===== src/rtl/dma_lp_pkg.sv =====
package dma_lp_pkg;
  // bytes per sample as a left shift: stereo adds one, 16-bit adds one
  function automatic logic [1:0] fmt_shift(input logic [1:0] fmt);
    return {1'b0, fmt[0]} + {1'b0, fmt[1]};
  endfunction
endpackage


===== src/rtl/dma_lp_limit.sv =====
module dma_lp_limit #(
  parameter int HALF_W = 16,
  parameter int CALC_W = HALF_W + 3
) (
  input  logic [HALF_W-1:0] offered_i,
  input  logic [1:0]        shift_i,
  input  logic [CALC_W-1:0] left_i,
  input  logic [CALC_W-1:0] csc_i,
  output logic [CALC_W-1:0] moved_o,
  output logic              nz_o
);
  logic [CALC_W-1:0] off_r, lim_a;

  always_comb begin
    off_r   = CALC_W'(offered_i) & ~((CALC_W'(1) << shift_i) - CALC_W'(1));
    lim_a   = (off_r < left_i) ? off_r : left_i;
    moved_o = (lim_a < csc_i) ? lim_a : csc_i;
    nz_o    = off_r != '0;
  end
endmodule


===== src/rtl/dma_lp_frame.sv =====
module dma_lp_frame #(
  parameter int HALF_W = 16,
  parameter int CALC_W = HALF_W + 3,
  localparam int REG_W = 2 * HALF_W
) (
  input  logic              clk_i,
  input  logic              rst_ni,
  input  logic              we_base_i,
  input  logic              we_fcnt_i,
  input  logic [REG_W-1:0]  wdata_i,
  input  logic              acc_i,
  input  logic [CALC_W-1:0] moved_i,
  output logic [CALC_W-1:0] left_o,
  output logic [REG_W-1:0]  addr_o,
  output logic [REG_W-1:0]  fcnt_o
);
  logic [REG_W-1:0]  base_q;
  logic [HALF_W-1:0] size_q, idx_q, idx_nx;
  logic [1:0]        lo_q;
  logic [CALC_W-1:0] sum, nidx_w;

  always_comb begin
    left_o = (idx_q <= size_q)
           ? (((CALC_W'(size_q) - CALC_W'(idx_q)) + CALC_W'(1)) << 2) + CALC_W'(lo_q)
           : '0;
    sum    = moved_i + CALC_W'(lo_q);
    nidx_w = CALC_W'(idx_q) + (sum >> 2);
    idx_nx = (nidx_w > CALC_W'(size_q)) ? '0 : nidx_w[HALF_W-1:0];
    addr_o = base_q + {idx_q, 2'b00} + REG_W'(lo_q);
    fcnt_o = {idx_q, size_q};
  end

  always_ff @(posedge clk_i or negedge rst_ni) begin
    if (!rst_ni) begin
      base_q <= '0;
    end else if (we_base_i) begin
      base_q <= wdata_i;
    end
  end

  always_ff @(posedge clk_i or negedge rst_ni) begin
    if (!rst_ni) begin
      size_q <= '0;
      idx_q  <= '0;
      lo_q   <= '0;
    end else if (we_fcnt_i) begin
      size_q <= wdata_i[HALF_W-1:0];
      idx_q  <= wdata_i[REG_W-1:HALF_W];
      lo_q   <= '0;
    end else if (acc_i) begin
      idx_q  <= idx_nx;
      lo_q   <= sum[1:0];
    end
  end


  idx_in_range_chk: assert property (@(posedge clk_i) disable iff (!rst_ni)
    (acc_i && !we_fcnt_i) |=> (idx_q <= size_q));


  fcnt_load_chk: assert property (@(posedge clk_i) disable iff (!rst_ni)
    we_fcnt_i |=> (lo_q == 2'd0 && idx_q == $past(wdata_i[REG_W-1:HALF_W])));
endmodule


===== src/rtl/dma_lp_sample.sv =====
module dma_lp_sample #(
  parameter int HALF_W = 16,
  parameter int CALC_W = HALF_W + 3
) (
  input  logic              clk_i,
  input  logic              rst_ni,
  input  logic              we_scnt_i,
  input  logic [HALF_W-1:0] wdata_lo_i,
  input  logic              acc_i,
  input  logic [1:0]        shift_i,
  input  logic [CALC_W-1:0] moved_i,
  output logic [CALC_W-1:0] csc_o,
  output logic [2*HALF_W-1:0] scnt_o,
  output logic              done_o
);
  logic [HALF_W-1:0] rel_q, cur_q, partial;
  logic              fin, done_q;

  always_comb begin
    csc_o   = (CALC_W'(cur_q) + CALC_W'(1)) << shift_i;
    fin     = moved_i == csc_o;
    partial = HALF_W'((csc_o - moved_i - CALC_W'(1)) >> shift_i);
    scnt_o  = {cur_q, rel_q};
    done_o  = done_q;
  end

  always_ff @(posedge clk_i or negedge rst_ni) begin
    if (!rst_ni) begin
      rel_q  <= '0;
      cur_q  <= '0;
      done_q <= 1'b0;
    end else begin
      if (we_scnt_i) rel_q <= wdata_lo_i;
      if (acc_i) cur_q <= fin ? rel_q : partial;
      done_q <= acc_i && fin;
    end
  end


  done_reload_chk: assert property (@(posedge clk_i) disable iff (!rst_ni)
    done_q |-> (cur_q == $past(rel_q)));


  done_cause_chk: assert property (@(posedge clk_i) disable iff (!rst_ni)
    done_q |-> $past(acc_i));
endmodule


===== src/rtl/dma_loop_chan.sv =====
module dma_loop_chan #(
  parameter int HALF_W = 16,
  localparam int REG_W  = 2 * HALF_W,
  localparam int CALC_W = HALF_W + 3
) (
  input  logic              clk_i,
  input  logic              rst_ni,
  input  logic              enable_i,
  input  logic              pause_i,
  input  logic [1:0]        fmt_i,
  input  logic [REG_W-1:0]  wdata_i,
  input  logic              we_base_i,
  input  logic              we_fcnt_i,
  input  logic              we_scnt_i,
  input  logic              burst_req_i,
  input  logic [HALF_W-1:0] offered_i,
  output logic              ack_o,
  output logic [CALC_W-1:0] xfer_bytes_o,
  output logic [REG_W-1:0]  xfer_addr_o,
  output logic              done_o,
  output logic [REG_W-1:0]  frame_cnt_o,
  output logic [REG_W-1:0]  samp_cnt_o
);
  import dma_lp_pkg::*;

  logic [1:0]        shift;
  logic [CALC_W-1:0] left, csc, moved;
  logic              nz, acc;

  assign shift = fmt_shift(fmt_i);
  assign acc   = burst_req_i && enable_i && !pause_i && nz;
  assign ack_o = acc;
  assign xfer_bytes_o = moved;

  dma_lp_limit #(.HALF_W(HALF_W), .CALC_W(CALC_W)) u_limit (
    .offered_i (offered_i),
    .shift_i   (shift),
    .left_i    (left),
    .csc_i     (csc),
    .moved_o   (moved),
    .nz_o      (nz)
  );

  dma_lp_frame #(.HALF_W(HALF_W), .CALC_W(CALC_W)) u_frame (
    .clk_i     (clk_i),
    .rst_ni    (rst_ni),
    .we_base_i (we_base_i),
    .we_fcnt_i (we_fcnt_i),
    .wdata_i   (wdata_i),
    .acc_i     (acc),
    .moved_i   (moved),
    .left_o    (left),
    .addr_o    (xfer_addr_o),
    .fcnt_o    (frame_cnt_o)
  );

  dma_lp_sample #(.HALF_W(HALF_W), .CALC_W(CALC_W)) u_sample (
    .clk_i      (clk_i),
    .rst_ni     (rst_ni),
    .we_scnt_i  (we_scnt_i),
    .wdata_lo_i (wdata_i[HALF_W-1:0]),
    .acc_i      (acc),
    .shift_i    (shift),
    .moved_i    (moved),
    .csc_o      (csc),
    .scnt_o     (samp_cnt_o),
    .done_o     (done_o)
  );


  no_ack_when_off_chk: assert property (@(posedge clk_i) disable iff (!rst_ni)
    (!enable_i || pause_i) |-> !ack_o);


  hold_when_off_chk: assert property (@(posedge clk_i) disable iff (!rst_ni)
    (!enable_i && !we_base_i && !we_fcnt_i && !we_scnt_i)
      |=> ($stable(xfer_addr_o) && $stable(samp_cnt_o)));


  bytes_bounded_chk: assert property (@(posedge clk_i) disable iff (!rst_ni)
    ack_o |-> (xfer_bytes_o <= CALC_W'(offered_i)));


  scnt_hi_keep_chk: assert property (@(posedge clk_i) disable iff (!rst_ni)
    (we_scnt_i && !ack_o) |=> (samp_cnt_o[REG_W-1:HALF_W] == $past(samp_cnt_o[REG_W-1:HALF_W])));
endmodule


===== config.mk =====
export PLATFORM = sky130hd
export DESIGN_NAME = dma_loop_chan
export DESIGN_NICKNAME = d
export VERILOG_FILES = /design/src/rtl/dma_lp_pkg.sv /design/src/rtl/dma_lp_limit.sv /design/src/rtl/dma_lp_frame.sv /design/src/rtl/dma_lp_sample.sv /design/src/rtl/dma_loop_chan.sv
export SDC_FILE = /design/constraint.sdc
export NUM_CORES = 1
export LEC_CHECK = 0
export BUFFER_PORTS_ARGS = -buffer_cell sky130_fd_sc_hd__buf_4
export CAP_MARGIN = 20
export CORE_ASPECT_RATIO = 1.5
export CORE_UTILIZATION = 38
export DETAILED_ROUTE_END_ITERATION = 6
export HOLD_SLACK_MARGIN = 0.06
export SYNTH_ARGS = -nofsm -noshare
export SYNTH_HDL_FRONTEND = slang
export SYNTH_HIERARCHICAL = 1
export SYNTH_SLANG_ARGS = --single-unit
export TNS_END_PERCENT = 5

===== constraint.sdc =====
create_clock -name clk_i -period 12.01 [get_ports clk_i]
set_clock_uncertainty 0.15 [all_clocks]
set_input_delay 1.201 -clock clk_i [delete_from_list [all_inputs] [get_ports clk_i]]
set_output_delay 1.201 -clock clk_i [all_outputs]
set_load 0.01 [all_outputs]

=== Word-level counts from Yosys, hierarchy flattened ===
Index checks and enable logic that the tools add are counted.
Widths: inputs -> output; s select.

* Add/sub/neg operators: 12
* Magnitude comparators: 4
* Equal/unequal tests: 1
* Shift operators: 3
* Muxes and demuxes: 9
* Bitwise gates (word level): 2
* Reductions and logical operators: 7

{| class="wikitable"
|+ Operators with widths
! cell !! number
|-
| $mux 16 || 4
|-
| $mux 19 || 3
|-
| $add 19x2->19 || 2
|-
| $lt 19x19->1 || 2
|-
| $sub 19x1->19 const B || 2
|-
| $add 32x18->32 || 1
|-
| $add 32x2->32 || 1
|-
| $and 16x19->19 || 1
|-
| $eq 19x19->1 || 1
|-
| $gt 19x16->1 || 1
|-
| $not 19->19 || 1
|-
| $reduce_bool 19->1 || 1
|-
| $shl 1x2->19 const A || 1
|-
| $shl 19x2->19 || 1
|-
| $shr 19x2->16 || 1
|-
| $sub 19x19->19 || 1
|-
| $add 16x17->18 || 1
|-
| $add 16x1->17 const B || 1
|-
| $add 17x1->17 const B || 1
|-
| $sub 16x16->17 || 1
|-
| $le 16x16->1 || 1
|-
| $logic_and 1x1->1 || 4
|-
| $mux 2 || 2
|-
| $add 1x1->2 || 1
|-
| 2 further kinds || 2
|}

* Flip-flop bits (word level): 99
* Output and inout port bits: 117
* Logic and storage cells: 45

=== Longest topological paths before layout ===
* Depth after elaboration: 15
* Mapped depth: 53
* Gate-level depth less buffers: 50

=== Hierarchy ===
The synthesis kept the hierarchy.

{| class="wikitable"
|+ Modules (own cells, without submodules)
! module !! instances !! cells each !! area each (µm²) !! seq. area each (µm²)
|-
| dma_lp_frame || 1 || 743 || 6596.3 || 1651.6
|-
| dma_lp_sample || 1 || 504 || 3905.0 || 825.8
|-
| dma_lp_limit || 1 || 198 || 1534.0 || 0.0
|-
| dma_loop_chan || 1 || 2 || 22.5 || 0.0
|}

=== Least setup slack after synthesis ===
OpenSTA, ideal clock, no wires.

* Kind: register to register
* Start point: reg u_frame.idx_q[1]
* End point: reg u_frame.idx_q[3]
* Library setup time: 0.074 ns
* Arrival time: 10.168 ns
* Data required time: 11.786 ns
* Slack: 1.618 ns
* Stages on the path, launching flop included: 52
* Clock period less this slack: 10.392 ns
* Cells stage by stage: dfrtp_1 > ha_1 > inv_1 > ha_1 > fa_1 > a21o_1 > a21oi_1 > nand2b_1 > a211oi_1 > o21a_1 > nor2_1 > xor2_1 > nor2_1 > inv_1 > ha_1 > and4_1 > nand2_1 > or3_4 > (+16 left out) > xnor2_1 > ha_1 > clkbuf_1 > nand2_1 > or4_1 > and3_1 > o21bai_1 > xnor2_1 > inv_1 > ha_1 > a21o_1 > a21oi_1 > o21ai_0 > a211o_1 > a21o_1 > a22o_4 > buf_6 > o21ai_2

* Word-level cells in the longest chain between the ends: 14
* Elaborated cells on any way between the ends: 15
* Classes of those cells: add/sub (5); order compare (4); mux (6)

{| class="wikitable"
|+ Ends and longest elaborated chain
! item !! line !! source
|-
| start, declared || dma_lp_frame.sv:18 || <nowiki>logic [HALF_W-1:0] size_q, idx_q, idx_nx;</nowiki>
|-
| start signal, assigned || dma_lp_frame.sv:48 || <nowiki>idx_q <= wdata_i[REG_W-1:HALF_W];</nowiki>
|-
| start signal, assigned || dma_lp_frame.sv:51 || <nowiki>idx_q <= idx_nx;</nowiki>
|-
| $sub 16x16->17 || dma_lp_frame.sv:24 || <nowiki>? (((CALC_W'(size_q) - CALC_W'(idx_q)) + CALC_W'(1)) << 2) + CALC_W'(lo_q)</nowiki>
|-
| $add 17x1->17 || dma_lp_frame.sv:24 ||
|-
| $add 19x2->19 || dma_lp_frame.sv:24 ||
|-
| $mux 19 (*) || dma_lp_frame.sv:24 ||
|-
| via left[15] || dma_loop_chan.sv:27 || <nowiki>logic [CALC_W-1:0] left, csc, moved;</nowiki>
|-
| $lt 19x19->1 || dma_lp_limit.sv:16 || <nowiki>lim_a = (off_r < left_i) ? off_r : left_i;</nowiki>
|-
| $mux 19 (*) || dma_lp_limit.sv:16 ||
|-
| $lt 19x19->1 || dma_lp_limit.sv:17 || <nowiki>moved_o = (lim_a < csc_i) ? lim_a : csc_i;</nowiki>
|-
| $mux 19 (*) || dma_lp_limit.sv:17 ||
|-
| via xfer_bytes_o[0] || dma_loop_chan.sv:18 || <nowiki>output logic [CALC_W-1:0] xfer_bytes_o,</nowiki>
|-
| $add 19x2->19 (*) || dma_lp_frame.sv:26 || <nowiki>sum = moved_i + CALC_W'(lo_q);</nowiki>
|-
| $add 16x17->18 (*) || dma_lp_frame.sv:27 || <nowiki>nidx_w = CALC_W'(idx_q) + (sum >> 2);</nowiki>
|-
| $gt 19x16->1 || dma_lp_frame.sv:28 || <nowiki>idx_nx = (nidx_w > CALC_W'(size_q)) ? '0 : nidx_w[HALF_W-1:0];</nowiki>
|-
| $mux 16 (*) || dma_lp_frame.sv:28 ||
|-
| $mux 16 (*) || dma_lp_frame.sv:50 || <nowiki>end else if (acc_i) begin</nowiki>
|-
| $mux 16 (*) || dma_lp_frame.sv:46 || <nowiki>end else if (we_fcnt_i) begin</nowiki>
|}

The timed path passes the listed nets; every way through them passes the cells marked *. The select of a mux whose other input is x is not followed.
A chain may end at the register's enable or synchronous reset.

=== Worst setup path in the final report ===
* Start point: reg u_frame.idx_q[1]
* End point: reg u_frame.idx_q[12]

* Word-level cells in the longest chain between the ends: 14
* Elaborated cells on any way between the ends: 15
* Classes of those cells: add/sub (5); order compare (4); mux (6)

{| class="wikitable"
|+ Ends and longest elaborated chain
! item !! line
|-
| $sub 16x16->17 || dma_lp_frame.sv:24
|-
| $add 17x1->17 || dma_lp_frame.sv:24
|-
| $add 19x2->19 || dma_lp_frame.sv:24
|-
| $mux 19 (*) || dma_lp_frame.sv:24
|-
| via left[15] || dma_loop_chan.sv:27
|-
| $lt 19x19->1 || dma_lp_limit.sv:16
|-
| $mux 19 (*) || dma_lp_limit.sv:16
|-
| $lt 19x19->1 || dma_lp_limit.sv:17
|-
| $mux 19 (*) || dma_lp_limit.sv:17
|-
| $add 19x2->19 (*) || dma_lp_frame.sv:26
|-
| $add 16x17->18 (*) || dma_lp_frame.sv:27
|-
| $gt 19x16->1 || dma_lp_frame.sv:28
|-
| $mux 16 (*) || dma_lp_frame.sv:28
|-
| $mux 16 (*) || dma_lp_frame.sv:50
|-
| $mux 16 (*) || dma_lp_frame.sv:46
|}

Marks and branches as above.

==> impl_metrics.ini <==
[power]
clock_power_share_pct = 8.2
ir_drop_mv = 0.117
p_comb_share_pct = 78.6
p_per_area_nw_per_um2 = 272
p_leak_nw = 6.59
p_sw_share_pct = 53.7
p_int_mw = 1.77
seq_power_share_pct = 13.2
switching_power_mw = 2.05

[setup_path]
crit_type = reg2reg
crit_fanout = 17
worst_setup_path_end_kind = flip-flop
start_kind = flip-flop
critPathBufInv = 5
max_stage_delay_ps = 470
crit_family = compound AO/OA/AOI/OAI gates
cpMaxStageDelayCell = dfrtp_1
crit_top_cell = ha_1
cp.arrival_ps = 11410
required_ps = 12140

[clocking]
numCtsBuffers = 9
clock_path_buffers = 2
cts_tree = done
hold_buffers = 0
clk_pin_slew_worst_paths_ps = 90
htreeDepth = 3
clock_sinks = 99
root_buffer = clkbuf_16
clk-insertion-delay-late_ps = 360

[place]
place_congestion = 0.934
dp.cells = 1978
dp_hpwl_um = 35300
io_buffers = 174

[drt]
firstDrtPassIters = 5
drt_iter0_markers = 655
via_count = 11500
wl_um = 43200
via_per_inst = 5.74
drc = 0
ant_nets = 0
avgRoutedWirePerCell_um = 21.6

[sta]
fmax_mhz = 88.7
worst_pin_slew_ps = 1020
slew_violations = 0
finalSetupTns_ps = 0
max_slew_margin_pct = 30.2
finalCritPeriodShare_pct = 93.9
period_needed_ps = 11280
grt_setup_unrepaired = no
report.final.hold_viol_count = 0
setup_viol = 0
fin_hold_ws_ps = 372

[floorplan]
core_um2 = 31100
die_h_um = 220
die-area_um2 = 32500
dieWidth_um = 147
rows = 79
start_util_pct = 38.7
ioPinCount = 175

[grt]
antenna_found_initial = 0
met1_usage_pct = 27.8
grt_use_met3_pct = 2.76
grt_pass1_vias = 11200
grt_pass1_wl_um = 64500
grt_max_degree = 67
grt_usage_pct = 26.4
gr-total-overflow = 0
grtUsageMet2_pct = 49.2
grt_busiest_layer = met2

[cells_and_area]
fin_nets = 1804
final_cells = 1996
areaGrowthSynthToFinish_pct = 16.3
post-route-util_pct = 45.1
nFillCells = 3115
n_antenna_cell = 0
drive_gt1_share_pct = 21.3

[synth]
synth_area_per_cell_um2 = 8.33
synth-edff-count = 0
ys_ff_latch = 99
synthCells = 1447
ys_async_sr_fraction_pct = 100
synth_cell_types = 94
seq_area_frac_synth_pct = 20.5
ys_warn_count = 6
syn_area_um2 = 12100
synth_ff_type = dfrtp_1

[run]
maxCapViolCount = 0

[outcome]
status = finished, final reports clean

[hold_path]
hold_class = reg2reg
[cells by family (layout without fill, tap and decap cells)]
kind of cell	after synthesis	count (layout)	synth area share, %
simple gates	424	424	18.0
compound gates	364	364	20.4
buf+inv	188	330	6.24
fa+ha+maj	160	160	16.9
mux	123	123	11.4
flops	99	99	20.5
xor+xnor	88	88	6.39
other cells	1	3	0.0311
[placed cells by master (no fill, tap or decap), types with 6 or more instances in the layout]
master,Yosys,routed
a211o_1,6,6
a211oi_1,21,21
a21o_1,34,34
a21oi_1,101,101
a22oi_1,6,6
a31oi_1,20,20
and2_1,19,19
and3_1,16,16
buf_4,3,184
clkbuf_16,0,9
dfrtp_1,99,99
ha_1,155,154
inv_1,127,127
mux2_2,77,77
mux2_4,8,8
mux2i_1,37,37
nand2_1,109,109
nand2b_1,14,14
nand3_1,31,31
nand4_1,24,24
nor2_1,100,100
nor2b_1,22,22
nor3_1,41,41
o21a_1,14,14
o21ai_0,80,80
o21ai_2,11,11
o21bai_1,6,6
or3_1,8,8
xnor2_1,45,45
xor2_1,43,43
[power by group through the flow]
stage	combinational [mW]	sequential (mW)	clock (mW)
CTS	2.95	0.505	0.317
global route	3.28	0.515	0.333
floorplan	2.07	0.466	0
global placement	2.91	0.509	0
finish	3.00	0.505	0.312
detailed placement	2.93	0.511	0
[layer usage]
metal  share of wire, %  vias to the layer above
met5                  0                        -
met4                7.1                        0
met3                4.1                      108
met2                 52                      354
met1                 37                     5543
li1                   -                     5461
[through the flow]
step	power (mW)	setup slack, ps	instance area, um^2
2_1_floorplan	2.54	1620	12100
6_report	3.82	732	14000
4_1_cts	3.78	654	14000
3_5_place_dp	3.44	739	13700
5_1_grt	4.13	106	14000
3_3_place_gp	3.42	904	13700
[worst paths after layout]
path | startpoint | endpoint | slack [ps] | cells after the start
worst max-delay path | u_frame/idx_q[1] | u_frame/idx_q[12] | 730 | 49
worst min register to register | u_frame/base_q[7] | u_frame/base_q[7] | 370 | 1
worst max register to register | u_frame/idx_q[1] | u_frame/idx_q[12] | 730 | 49
worst min-delay path | u_frame/base_q[7] | u_frame/base_q[7] | 370 | 1
max in group asynchronous | rst_ni | u_frame/size_q[6] | 9830 | 2
min in group asynchronous | rst_ni | u_frame/base_q[16] | 700 | 1
[flip-flops by register name, summed over array words and instances (netlist names)]
signal           count
u_frame/base_q      32
u_frame/idx_q       16
u_frame/lo_q         2
u_frame/size_q      16
u_sample/cur_q      16
u_sample/done_o      1
u_sample/rel_q      16
[cells in the mapped netlist, types with 4 or more instances]
| cell type | number | area, um^2 |
|---|---|---|
| a211o_1 | 6 | 52.6 |
| or3_1 | 8 | 50.1 |
| a21o_1 | 34 | 255 |
| o21ai_0 | 80 | 400 |
| o21bai_1 | 6 | 45.0 |
| o21ai_2 | 11 | 96.3 |
| fa_1 | 5 | 100 |
| and2_1 | 19 | 119 |
| a211oi_1 | 21 | 158 |
| o2111ai_1 | 4 | 35.0 |
| a2111oi_0 | 6 | 52.6 |
| nor3_1 | 41 | 205 |
| mux2i_1 | 37 | 370 |
| inv_1 | 127 | 477 |
| xnor2_1 | 45 | 394 |
| and3_1 | 16 | 100 |
| nand4_1 | 24 | 150 |
| nand2b_1 | 14 | 87.6 |
| a22oi_1 | 6 | 45.0 |
| buf_2 | 7 | 35.0 |
| nor4_1 | 4 | 25.0 |
| ha_1 | 155 | 1940 |
| o21a_1 | 14 | 105 |
| buf_1 | 11 | 41.3 |
| o211ai_1 | 5 | 37.5 |
| nand2_1 | 109 | 409 |
| mux2_2 | 77 | 867 |
| xor2_1 | 43 | 377 |
| a31oi_1 | 20 | 125 |
| mux2_4 | 8 | 120 |
| o22ai_1 | 4 | 25.0 |
| and4_1 | 5 | 43.8 |
| dfrtp_1 | 99 | 2480 |
| nor2b_1 | 22 | 138 |
| a21oi_1 | 101 | 505 |
| clkbuf_1 | 35 | 131 |
| nor2_1 | 100 | 375 |
| nand3_1 | 31 | 155 |
[cell type report]
| class | count | area, um^2 | area share (%) |
|---|---|---|---|
| multi-input cells | 1162 | 8840 | 63.0 |
| flip-flops and latches | 99 | 2480 | 17.7 |
| repair buffers | 185 | 1400 | 9.99 |
| well taps | 405 | 507 | 3.61 |
| inverters | 129 | 484 | 3.45 |
| clock buffers | 9 | 225 | 1.61 |
| clock inverters | 7 | 91.3 | 0.651 |
[what timing repair did]
action | in CTS | in global routing
endpoints found under the setup margin | 0 | 16
gates resized for setup | 0 | 1
setup buffers | 0 | 2
No activity file was read; power rests on OpenSTA's default activity.
